`src/rtl/clkrst_flag_pkg.sv`:
```
package clkrst_flag_pkg;
  localparam int FLAG_W  = 8;
  localparam int IRQ_SRC = 3;

  localparam int B_TMO  = 7;
  localparam int B_POR  = 6;
  localparam int B_LVR  = 5;
  localparam int B_LCHG = 4;
  localparam int B_LOCK = 3;
  localparam int B_ILA  = 2;
  localparam int B_OCHG = 1;
  localparam int B_OSC  = 0;

  localparam logic [FLAG_W-1:0] W1C_MASK  = 8'b1111_0110;
  localparam logic [FLAG_W-1:0] POR_FLAGS = 8'b0100_0000;

  // interrupt source i maps to flag bit IRQ_BIT[i]
  localparam int IRQ_BIT [IRQ_SRC] = '{B_OCHG, B_LCHG, B_TMO};

  typedef struct packed {
    logic [FLAG_W-1:0]  setMask;
    logic [FLAG_W-1:0]  clrMask;
    logic               lockNext;
    logic               oscNext;
    logic               enLoad;
    logic [IRQ_SRC-1:0] enVal;
  } ctrlStrobes_t;
endpackage

```
`src/rtl/clkrst_flag_ctrl.sv`:
```
module clkrst_flag_ctrl
  import clkrst_flag_pkg::*;
(
  input  logic              lowVoltEvt,
  input  logic              illegalAddrEvt,
  input  logic              timerTick,
  input  logic              pllLockIn,
  input  logic              oscGoodIn,
  input  logic              fullStopEnter,
  input  logic              wrFlagEn,
  input  logic              wrEnEn,
  input  logic [FLAG_W-1:0] wrData,
  input  logic              lockCur,
  input  logic              oscCur,
  output ctrlStrobes_t      strobes
);
  logic lockNext;
  logic oscNext;

  assign lockNext = pllLockIn;
  assign oscNext  = oscGoodIn & ~fullStopEnter;

  always_comb begin
    strobes          = '0;
    strobes.lockNext = lockNext;
    strobes.oscNext  = oscNext;
    strobes.setMask[B_TMO]  = timerTick;
    strobes.setMask[B_LVR]  = lowVoltEvt;
    strobes.setMask[B_ILA]  = illegalAddrEvt;
    strobes.setMask[B_LCHG] = lockNext ^ lockCur;
    strobes.setMask[B_OCHG] = oscNext ^ oscCur;
    strobes.clrMask  = wrFlagEn ? (wrData & W1C_MASK) : '0;
    strobes.enLoad   = wrEnEn;
    strobes.enVal    = wrData[IRQ_SRC-1:0];
  end
endmodule

```
`src/rtl/clkrst_flag_dp.sv`:
```
module clkrst_flag_dp
  import clkrst_flag_pkg::*;
#(
  parameter int POSTDIV_W = 5
)(
  input  logic                 clk,
  input  logic                 porRstN,
  input  ctrlStrobes_t         strobes,
  input  logic [POSTDIV_W-1:0] postDiv,
  output logic [FLAG_W-1:0]    flagsOut,
  output logic [IRQ_SRC-1:0]   enablesOut,
  output logic                 irqOut,
  output logic [POSTDIV_W:0]   pllDivRatio
);
  localparam int DIV_W = POSTDIV_W + 1;
  localparam logic [DIV_W-1:0] SAFE_DIV = DIV_W'(4);

  logic [FLAG_W-1:0]  flagReg;
  logic [FLAG_W-1:0]  flagNext;
  logic [IRQ_SRC-1:0] enReg;
  logic [IRQ_SRC-1:0] srcVec;
  logic               irqReg;

  always_comb begin
    flagNext         = (flagReg & ~strobes.clrMask) | strobes.setMask;
    flagNext[B_LOCK] = strobes.lockNext;
    flagNext[B_OSC]  = strobes.oscNext;
  end

  for (genvar i = 0; i < IRQ_SRC; i++) begin : g_src
    assign srcVec[i] = flagReg[IRQ_BIT[i]] & enReg[i];
  end

  always_ff @(posedge clk or negedge porRstN) begin
    if (!porRstN) begin
      flagReg <= POR_FLAGS;
      enReg   <= '0;
      irqReg  <= 1'b0;
    end else begin
      flagReg <= flagNext;
      if (strobes.enLoad) enReg <= strobes.enVal;
      irqReg  <= |srcVec;
    end
  end

  assign pllDivRatio = flagReg[B_LOCK] ? ({1'b0, postDiv} + DIV_W'(1)) : SAFE_DIV;
  assign flagsOut    = flagReg;
  assign enablesOut  = enReg;
  assign irqOut      = irqReg;
endmodule

```
`src/rtl/clkrst_flag_reg.sv`:
```
module clkrst_flag_reg
  import clkrst_flag_pkg::*;
#(
  parameter int POSTDIV_W = 5
)(
  input  logic                 clk,
  input  logic                 porRstN,
  input  logic                 lowVoltEvt,
  input  logic                 illegalAddrEvt,
  input  logic                 timerTick,
  input  logic                 pllLockIn,
  input  logic                 oscGoodIn,
  input  logic                 fullStopEnter,
  input  logic                 wrFlagEn,
  input  logic                 wrEnEn,
  input  logic [7:0]           wrData,
  input  logic [POSTDIV_W-1:0] postDiv,
  output logic [7:0]           flagsOut,
  output logic [2:0]           enablesOut,
  output logic                 irqOut,
  output logic [POSTDIV_W:0]   pllDivRatio
);
  ctrlStrobes_t strobes;

  clkrst_flag_ctrl ctrl_i (
    .lowVoltEvt(lowVoltEvt), .illegalAddrEvt(illegalAddrEvt),
    .timerTick(timerTick), .pllLockIn(pllLockIn), .oscGoodIn(oscGoodIn),
    .fullStopEnter(fullStopEnter), .wrFlagEn(wrFlagEn), .wrEnEn(wrEnEn),
    .wrData(wrData), .lockCur(flagsOut[B_LOCK]), .oscCur(flagsOut[B_OSC]),
    .strobes(strobes)
  );

  clkrst_flag_dp #(.POSTDIV_W(POSTDIV_W)) dp_i (
    .clk(clk), .porRstN(porRstN), .strobes(strobes), .postDiv(postDiv),
    .flagsOut(flagsOut), .enablesOut(enablesOut), .irqOut(irqOut),
    .pllDivRatio(pllDivRatio)
  );
endmodule

```
`config.mk`:
```
export PLATFORM = sky130hd
export DESIGN_NAME = clkrst_flag_reg
export DESIGN_NICKNAME = d
export VERILOG_FILES = /design/src/rtl/clkrst_flag_pkg.sv /design/src/rtl/clkrst_flag_ctrl.sv /design/src/rtl/clkrst_flag_dp.sv /design/src/rtl/clkrst_flag_reg.sv
export SDC_FILE = /design/constraint.sdc
export NUM_CORES = 1
export LEC_CHECK = 0
export BUFFER_PORTS_ARGS = -buffer_cell sky130_fd_sc_hd__buf_2
export CORE_MARGIN = 8
export CORE_UTILIZATION = 37
export CTS_CLUSTER_SIZE = 8
export DETAILED_ROUTE_END_ITERATION = 16
export PLACE_DENSITY = 0.78
export SYNTH_ARGS = -nofsm -noshare
export SYNTH_HDL_FRONTEND = slang
export SYNTH_SLANG_ARGS = --single-unit
```
`constraint.sdc`:
```
create_clock -name clk -period 1.7 [get_ports clk]
set_input_delay 0.51 -clock clk [delete_from_list [all_inputs] [get_ports clk]]
set_output_delay 0.51 -clock clk [all_outputs]
set_load 0.02 [all_outputs]
```
==> results.py <==
metrics = {
    "floorplanning": {
        "die_x_um": 54.4,
        "rows": 14,
        "fp.coreArea_mm2": 0.00144,
        "io_pins": 41,
        "dieArea_mm2": 0.00295,
        "die-height_um": 54.4,
        "start_util_pct": 37.9,
    },
    "critical_path": {
        "worstSetupPathType": "primary input to output port",
        "timing.critical_path.cells": "buf_6 -> buf_4 -> nand3_2 -> xnor2_2 -> and2_4 -> buf_6",
        "cpPeakStageDelay_ns": 0.16,
        "cp.required_ns": 1.19,
        "cp_common_cell": "buf_6",
        "endpoint_kind": "output port",
        "cp-start-kind": "primary input",
        "crit_buf_inv": 3,
        "r2r-start": "dp_i.enablesOut[0]$_DFFE_PN0P_",
        "reg2regPathDepth": 2,
        "crit_family": "buffers and inverters",
        "r2r_slack_ns": 0.72,
        "r2r-end": "dp_i.irqOut$_DFF_PN0_",
        "slowest_stage": "and2_4",
        "path_max_fanout": 2,
        "crit_arrival_ns": 1.21,
    },
    "outcome": {
        "failed_checks": "negative setup slack",
        "status": "complete, but fails checks",
    },
    "synthesis": {
        "ys_seq_area_share_pct": 55.4,
        "syn_inst": 49,
        "synth_nets": 73,
        "yosys-top-cells-count": "11 x dfrtp_1, 11 x nand2_1, 5 x xnor2_1",
        "ys_seq_elements": 12,
        "synth_cell_types": 17,
        "synth_area_leaders": "dfrtp_1 51%, xnor2_1 8.0%, nand2_1 7.6%, mux2_2 6.2%, dfstp_2 4.8%",
        "synthArstFlopShare_pct": 100,
        "synth_top_area_cell": "dfrtp_1",
        "synthesis.area_um2": 544,
        "yosys_most_used_dff": "dfrtp_1",
        "synth_warnings": 0,
        "avgSynthCellArea_um2": 11.1,
        "synth_edf_count": 0,
        "synth_top_area_share_pct": 50.6,
    },
    "cts": {
        "clockBufferDepth": 2,
        "numCtsBuffers": 3,
        "cts.clk_slew.worst_paths_ns": 0.07,
        "cts_hold_buf": 0,
        "cts_sinks": 12,
        "clk-insertion-delay-late_ns": 0.27,
        "cts-root-buf": "clkbuf_4",
        "cts_htree_levels": 1,
        "cts_tree": "yes",
        "cts_post_setup_buffers_inserted": 0,
    },
    "global_routing": {
        "grt_pass1_wl_mm": 2.54,
        "grt_overflow": 0,
        "antenna_found_initial": 0,
        "grt_pass1_vias": 621,
        "track_usage_pct": 11.9,
        "grt_max_degree": 13,
    },
    "power": {
        "power_switching_w": 0.000205,
        "power_frac_comb_pct": 25.3,
        "powerDensity_mw_per_mm2": 828,
        "switching_share_pct": 28.1,
        "clockPowerShare_pct": 30.1,
        "seqPwrFrac_pct": 44.7,
        "p_int_w": 0.000526,
        "max-vdd-ir-drop_v": 0.000453,
        "p_leak_nw": 0.443,
        "power.total_w": 0.000732,
    },
    "drt": {
        "dr_total_vias": 537,
        "viasPerCell": 4.93,
        "ant_nets": 0,
        "firstDrtPassIters": 4,
        "wl_per_cell_um": 14.8,
        "first_iter_violations": 3,
        "routed_wl_mm": 1.62,
        "post-route-drc-count": 0,
    },
    "finish": {
        "drive_gt1_share_pct": 61.3,
        "fin_util_pct": 61.5,
        "syn_to_final_growth_pct": 62.3,
        "antennaDiodeCount": 0,
        "finalInstanceArea_um2": 883,
        "layout.nets": 118,
    },
    "timing": {
        "fin_skew_ns": 0.000838,
        "fin_ws_ns": -0.0240,
        "rsz0062_at_grt": "yes",
        "setup_viol": 2,
        "post-route-period-util_pct": 101,
        "hold_slack_ns": 0.105,
        "finalHoldViolCount": 0,
        "slew-limit-headroom_pct": 77.8,
        "max_freq_ghz": 0.580,
        "tightestPinTransition_ns": 0.332,
        "finalCriticalPeriod_ns": 1.72,
        "slew_violations": 0,
    },
    "min_path": {
        "hold_class": "primary input to async pin",
    },
    "place": {
        "dp_hpwl_mm": 1.26,
        "place_congestion": 0.715,
        "port_buffers": 39,
        "place_area_um2": 767,
    },
    "run": {
        "cap_violations": 0,
    },
}
-- routing by layer --
layer / track usage, % / vias up / routed length [µm]
li1: - / 248 / -
met3: 2.99 / 2 / 179
met5: 0 / - / 0
met1: 12.2 / 253 / 586
met4: 6.15 / 0 / 18
met2: 21.6 / 34 / 834
-- per-stage QoR --
| stage | TNS (ns) | setup WS (ns) | cells |
|---|---|---|---|
| floorplan | 0 | 0.0447 | 49 |
| global placement | -0.244 | -0.113 | 105 |
| detailed placement | -0.290 | -0.134 | 105 |
| CTS | -0.0369 | -0.0321 | 109 |
| global route | -0.167 | -0.0671 | 109 |
| finish | -0.0455 | -0.0240 | 109 |
-- registers in the layout (all words and copies together), names as in the netlist --
register         cells
dp_i.enablesOut      3
dp_i.flagsOut        8
dp_i.irqOut          1
-- worst max path at each step --
stage / start / to / slack, ns / cells after the start
5_1_grt: postDiv[1] / pllDivRatio[2] / -0.07 / 6
6_report: postDiv[1] / pllDivRatio[3] / -0.02 / 6
3_3_place_gp: postDiv[0] / pllDivRatio[4] / -0.11 / 6
3_5_place_dp: postDiv[0] / pllDivRatio[4] / -0.13 / 6
2_1_floorplan: postDiv[0] / pllDivRatio[4] / 0.04 / 4
4_1_cts: postDiv[1] / pllDivRatio[2] / -0.03 / 6
-- cell type report --
type,instances,area (µm²)
multi-input cells,34,264
repair buffers,42,256
clock buffers,4,36.3
well taps,16,20.0
fillers,121,553
inverters,1,3.75
flip-flops and latches,12,303
-- layout by cell type (no fill, tap or decap) --
cell type	n
buf_2	34
nand2_1	11
dfrtp_1	10
buf_6	5
xnor2_1	3
a21o_1	3
mux2_2	3
clkbuf_4	3
nand3_2	2
and2_1	2
xnor2_2	2
buf_4	2
and2_4	1
nor2b_1	1
and2b_1	1
a21boi_0	1
a222oi_1	1
inv_1	1
nand4_1	1
nor2_1	1
ha_4	1
clkbuf_8	1
dfrtp_2	1
dfstp_2	1
buf_8	1
-- power groups by stage --
stage               Clock, W  Combinational (W)  Sequential, W
floorplan                  0          0.0000591       0.000355
global placement           0           0.000160       0.000330
detailed placement         0           0.000164       0.000332
CTS                 0.000229           0.000182       0.000327
global route        0.000240           0.000202       0.000331
finish              0.000220           0.000185       0.000327
-- kinds of logic after synthesis --
kind of cell | Yosys count | synth area share (%)
AOI/OAI and AO/OA | 5 | 7.36
xor gates and xnor gates | 5 | 8.05
adders and majority gates | 1 | 2.30
buffers and inverters | 3 | 3.45
DFF | 12 | 55.4
muxes | 3 | 6.21
and+or+nand+nor | 20 | 17.2
-- repair_timing --
| action | in CTS | in global routing |
|---|---|---|
| endpoints found under the hold margin | 0 | 0 |
| endpoints found under the setup margin | 4 | 4 |
| pin swaps | 4 | 3 |
| resized for setup | 15 | 4 |
No activity file was read; power rests on OpenSTA's default activity.
